`src/rtl/irq_gather_pkg.sv`:
```
package irq_gather_pkg;
  localparam int unsigned DEF_SRC    = 8;
  localparam int unsigned DEF_AW     = 8;
  localparam int unsigned DEF_DW     = 8;
  localparam logic [7:0]  DEF_REV    = 8'h3A;
  localparam logic [7:0]  OFF_REV    = 8'h08;
  localparam logic [7:0]  OFF_STATUS = 8'h50;
  localparam logic [7:0]  OFF_MASK   = 8'h52;
  localparam logic [7:0]  OFF_ROUTE  = 8'h54;

  typedef enum logic [2:0] {
    SEL_NONE,
    SEL_REV,
    SEL_STATUS,
    SEL_MASK,
    SEL_ROUTE
  } reg_sel_e;
endpackage

```
`src/rtl/irq_level_capture.sv`:
```
module irq_level_capture #(
  parameter int unsigned NUM_SRC = 8
) (
  input  logic               clk,
  input  logic               rst,
  input  logic [NUM_SRC-1:0] src_lvl,
  output logic [NUM_SRC-1:0] status_q
);
  for (genvar i = 0; i < NUM_SRC; i++) begin : g_line
    always_ff @(posedge clk) begin
      if (rst) status_q[i] <= 1'b0;
      else     status_q[i] <= src_lvl[i];
    end
  end
endmodule

```
`src/rtl/irq_ctrl_regs.sv`:
```
module irq_ctrl_regs #(
  parameter int unsigned ADDR_W    = 8,
  parameter int unsigned DATA_W    = 8,
  parameter logic [ADDR_W-1:0] MASK_OFF  = 8'h52,
  parameter logic [ADDR_W-1:0] ROUTE_OFF = 8'h54
) (
  input  logic              clk,
  input  logic              rst,
  input  logic              wr_en,
  input  logic [ADDR_W-1:0] addr,
  input  logic [DATA_W-1:0] wdata,
  output logic [DATA_W-1:0] mask_q,
  output logic [DATA_W-1:0] route_q
);
  logic hit_mask, hit_route;
  assign hit_mask  = wr_en && (addr == MASK_OFF);
  assign hit_route = wr_en && (addr == ROUTE_OFF);

  always_ff @(posedge clk) begin
    if (rst) begin
      mask_q  <= '0;
      route_q <= '0;
    end else begin
      if (hit_mask)  mask_q  <= wdata;
      if (hit_route) route_q <= wdata;
    end
  end
endmodule

```
`src/rtl/irq_read_port.sv`:
```
module irq_read_port
  import irq_gather_pkg::*;
#(
  parameter int unsigned NUM_SRC = 8,
  parameter int unsigned ADDR_W  = 8,
  parameter int unsigned DATA_W  = 8,
  parameter logic [DATA_W-1:0] REV_ID     = 8'h3A,
  parameter logic [ADDR_W-1:0] REV_OFF    = 8'h08,
  parameter logic [ADDR_W-1:0] STATUS_OFF = 8'h50,
  parameter logic [ADDR_W-1:0] MASK_OFF   = 8'h52,
  parameter logic [ADDR_W-1:0] ROUTE_OFF  = 8'h54
) (
  input  logic               clk,
  input  logic               rst,
  input  logic               rd_en,
  input  logic [ADDR_W-1:0]  addr,
  input  logic [NUM_SRC-1:0] status,
  input  logic [DATA_W-1:0]  mask,
  input  logic [DATA_W-1:0]  route,
  output logic [DATA_W-1:0]  rdata
);
  reg_sel_e          sel;
  logic [DATA_W-1:0] status_ext;
  logic [DATA_W-1:0] mux_val;

  always_comb begin
    status_ext = '0;
    status_ext[NUM_SRC-1:0] = status;
  end

  always_comb begin
    if      (addr == REV_OFF)    sel = SEL_REV;
    else if (addr == STATUS_OFF) sel = SEL_STATUS;
    else if (addr == MASK_OFF)   sel = SEL_MASK;
    else if (addr == ROUTE_OFF)  sel = SEL_ROUTE;
    else                         sel = SEL_NONE;
  end

  always_comb begin
    unique case (sel)
      SEL_REV:    mux_val = REV_ID;
      SEL_STATUS: mux_val = status_ext;
      SEL_MASK:   mux_val = mask;
      SEL_ROUTE:  mux_val = route;
      default:    mux_val = '0;
    endcase
  end

  always_ff @(posedge clk) begin
    if (rst)        rdata <= '0;
    else if (rd_en) rdata <= mux_val;
    else            rdata <= '0;
  end
endmodule

```
`src/rtl/irq_merge.sv`:
```
module irq_merge #(
  parameter int unsigned NUM_SRC = 8,
  parameter int unsigned DATA_W  = 8
) (
  input  logic               clk,
  input  logic               rst,
  input  logic [NUM_SRC-1:0] status,
  input  logic [DATA_W-1:0]  mask,
  output logic               irq_out
);
  logic [NUM_SRC-1:0] live;
  assign live = status & mask[NUM_SRC-1:0];

  always_ff @(posedge clk) begin
    if (rst) irq_out <= 1'b0;
    else     irq_out <= |live;
  end
endmodule

```
`src/rtl/irq_gather.sv`:
```
module irq_gather
  import irq_gather_pkg::*;
#(
  parameter int unsigned NUM_SRC = DEF_SRC,
  parameter int unsigned ADDR_W  = DEF_AW,
  parameter int unsigned DATA_W  = DEF_DW,
  parameter logic [DATA_W-1:0] REV_ID     = DEF_REV,
  parameter logic [ADDR_W-1:0] REV_OFF    = OFF_REV,
  parameter logic [ADDR_W-1:0] STATUS_OFF = OFF_STATUS,
  parameter logic [ADDR_W-1:0] MASK_OFF   = OFF_MASK,
  parameter logic [ADDR_W-1:0] ROUTE_OFF  = OFF_ROUTE
) (
  input  logic               clk,
  input  logic               rst,
  input  logic [NUM_SRC-1:0] src_lvl,
  input  logic               wr_en,
  input  logic               rd_en,
  input  logic [ADDR_W-1:0]  addr,
  input  logic [DATA_W-1:0]  wdata,
  output logic [DATA_W-1:0]  rdata,
  output logic               irq_out
);
  logic [NUM_SRC-1:0] status_q;
  logic [DATA_W-1:0]  mask_q;
  logic [DATA_W-1:0]  route_q;

  irq_level_capture #(.NUM_SRC(NUM_SRC)) u_capture (
    .clk(clk), .rst(rst), .src_lvl(src_lvl), .status_q(status_q)
  );

  irq_ctrl_regs #(
    .ADDR_W(ADDR_W), .DATA_W(DATA_W),
    .MASK_OFF(MASK_OFF), .ROUTE_OFF(ROUTE_OFF)
  ) u_regs (
    .clk(clk), .rst(rst), .wr_en(wr_en), .addr(addr), .wdata(wdata),
    .mask_q(mask_q), .route_q(route_q)
  );

  irq_read_port #(
    .NUM_SRC(NUM_SRC), .ADDR_W(ADDR_W), .DATA_W(DATA_W), .REV_ID(REV_ID),
    .REV_OFF(REV_OFF), .STATUS_OFF(STATUS_OFF),
    .MASK_OFF(MASK_OFF), .ROUTE_OFF(ROUTE_OFF)
  ) u_read (
    .clk(clk), .rst(rst), .rd_en(rd_en), .addr(addr), .status(status_q),
    .mask(mask_q), .route(route_q), .rdata(rdata)
  );

  irq_merge #(.NUM_SRC(NUM_SRC), .DATA_W(DATA_W)) u_merge (
    .clk(clk), .rst(rst), .status(status_q), .mask(mask_q), .irq_out(irq_out)
  );
endmodule

```
`config.mk`:
```
export PLATFORM = sky130hd
export DESIGN_NAME = irq_gather
export DESIGN_NICKNAME = d
export VERILOG_FILES = /design/src/rtl/irq_gather_pkg.sv /design/src/rtl/irq_level_capture.sv /design/src/rtl/irq_ctrl_regs.sv /design/src/rtl/irq_read_port.sv /design/src/rtl/irq_merge.sv /design/src/rtl/irq_gather.sv
export SDC_FILE = /design/constraint.sdc
export NUM_CORES = 1
export LEC_CHECK = 0
export BUFFER_PORTS_ARGS = -buffer_cell sky130_fd_sc_hd__buf_2
export CELL_PAD_IN_SITES_DETAIL_PLACEMENT = 1
export CELL_PAD_IN_SITES_GLOBAL_PLACEMENT = 1
export CORE_MARGIN = 4
export CORE_UTILIZATION = 34
export CTS_CLUSTER_SIZE = 25
export DETAILED_ROUTE_END_ITERATION = 12
export PLACE_DENSITY_LB_ADDON = 0.1
export SYNTH_ARGS = -nofsm -noshare
export SYNTH_HDL_FRONTEND = slang
export SYNTH_SLANG_ARGS = --single-unit
```
`constraint.sdc`:
```
create_clock -name clk -period 2.1 [get_ports clk]
set_clock_uncertainty 0.1 [all_clocks]
set_input_delay 0.42 -clock clk [delete_from_list [all_inputs] [get_ports clk]]
set_output_delay 0.42 -clock clk [all_outputs]
set_load 0.02 [all_outputs]
```
==> run metrics <==
max-capacitance violation count 0; Port Buffers 36; htree depth 2; Final Util 0.450; area of the multi-input gates 616 um^2; RD Place Congestion 0.769; clock tree from TritonCTS yes; Area contributors post-synth dfxtp_1, mux2i_1, nor2_1; dpl cell area 1570 um^2; # setup viols final 0; CTS root buffer clkbuf_8; Worst EP required 2.16 ns; Synth Register Bits 33; Initial Utilization 0.357; Fin. Hold Viols 0; Startpoint Class primary input; Mapped Area 1320 um^2; Mean Syn Cell Area ~9.8 um^2; post-route ant nets 0; worst hold start src_lvl[3]; total global routing overflow 0; Die ar. 4930 um^2; Layout area overhead 26.2%; crit-path max FO 6; antenna cells 0; post-DP HPWL about 2400 um; synthesis warning total 0; Cells after Synth 134; Lkg Pwr 0.000728 uW; CTS sink cnt 33; fraction of layout cells with a size suffix above 1 0.301; Yosys cell types 24; syn_nets 162; die span in y approximately 70 um; largest area contributor in the synthesized netlist dfxtp_1; Remaining DRCs 0; DIE WIDTH around 70 um; row count 22; Slew @ Worst Pin 0.456 ns; initial antenna violation count 0; WS Path Type primary input to flop; post-CTS resize count 0; Reg2Reg Depth 4; Post-CTS Setup Bufs 0; Slew Limit Fails 0; Core Area ~3700 um^2; status complete, no violations; via/cell ratio 4.92; RSZ-0062 raised after global routing false; CTS Hold Bufs 0; pin count of the biggest net entering global routing 15; wire per inst 14.3 um; CTS max path bufs 2; hold depth 2; Worst R2R Setup Slack 1.12 ns; crit path DAT 1.82 ns; max_slew headroom 0.693; crit share post-route 0.839; HP Class primary input to flop; CTS buffer count 5; Power Density between 700 and 800 nW/um^2; First-pass DRT Iterations 4; vias in the first global route ~1100; final instance area 1660 um^2; crit path time final 1.76 ns; Starting DRT DRC Count 51; RR Endpoint u_read.rdata[4]; fillers 448; worst IR drop on VDD 368 uV; RR Startpoint u_capture.status_q[4]; Layout Nets 204; Reg area 661 um^2; Total Routing Usage GR 0.140; via count 1102; Critical Path End Type flop; Ports 37; sequential area share after synthesis 0.502; Worst-Skew Late Latency 0.28 ns; clock-pin transition on the worst setup and hold timing paths 0.06 ns; fmax between 500 and 600 MHz; final wirelength 3200 um; hold path endpoint u_capture.status_q[3]; first-pass GRT wire length 5430 um; Synth top area share 0.502; setup tns final 0 ns
## power breakdown
part | leakage [uW] | internal, uW | switching (uW)
combinational | 0.000416 | 38.4 | 41.1
sequential | 0.000268 | 635 | 5.05
clock | 0.0000443 | 260 | 210
total | 0.000728 | 933 | 256
## placed cells by master, fill, tap and decap left out, drive strengths merged
cell type	count
inv	1
or4	1
o2bb2ai	4
a21oi	8
o21ai	1
nand3	1
a211oi	1
nand2b	1
mux2i	24
nor2b	10
or3	2
dfxtp	33
clkbuf	7
nor3	1
nand3b	1
a41oi	1
or4b	1
buf	43
a22oi	4
nand2	5
nor4b	1
nor2	25
## logic make-up after synthesis
| kind of cell | synth area share |
|---|---|
| and+or+nand+nor | 0.185 |
| DFF | 0.502 |
| muxes | 0.183 |
| AOI/OAI and AO/OA | 0.0961 |
| buffers and inverters | 0.0342 |
## per-stage QoR
step	cells	setup slack, ns	total power, uW	hold slack, ns
finish	224	0.339	1190	0.254
global route	224	0.238	1250	0.252
CTS	224	0.322	1200	0.251
detailed placement	217	0.0330	734	0.397
global placement	217	0.0345	731	0.376
floorplan	134	0.130	689	0.363
## cell usage after synthesis
cell	instances
a211oi_1	1
a21oi_1	8
a22oi_1	4
a41oi_1	1
buf_2	3
buf_6	1
clkbuf_1	4
dfxtp_1	33
inv_1	1
mux2i_1	24
nand2_1	5
nand2b_1	1
nand3_1	1
nand3b_1	1
nor2_1	25
nor2b_1	10
nor3_1	1
nor4b_1	1
o21ai_0	1
o2bb2ai_1	4
or3_1	1
or3_2	1
or4_4	1
or4b_2	1
## sequential cells by signal, indices dropped and copies added (netlist names)
name / flops
u_capture.status_q: 8
u_read.rdata: 8
u_regs.mask_q: 8
u_regs.route_q: 8
u_merge.irq_out: 1
## worst max-delay path by stage
stage,start,to,cells after the start
after CTS,addr[0],u_regs.mask_q[6],6
final,addr[0],u_regs.mask_q[6],6
after floorplan,addr[0],u_regs.route_q[0],6
after detailed placement,addr[0],u_regs.mask_q[6],6
after global routing,addr[0],u_regs.mask_q[6],6
after global placement,addr[0],u_regs.mask_q[2],6
## layout make-up
type,count,share of cell area
Inverter,1,0.00226
Sequential cell,33,0.398
Tap cell,48,0.0362
Clock buffer,7,0.0520
Multi-Input combinational cell,92,0.371
Timing Repair Buffer,43,0.140
## layer usage
metal	wire, um	global-route usage
met1	1450	0.168
met3	129	0.0374
met4	33	0.0511
met2	1590	0.238
met5	0	0
## critical path, cell delays in order
cell and delay, ns:
buf_2 0.09, or3_1 0.42, nor4b_2 0.38, buf_4 0.25, mux2i_1 0.21, nor2_1 0.05
No activity file was read; power rests on OpenSTA's default activity.
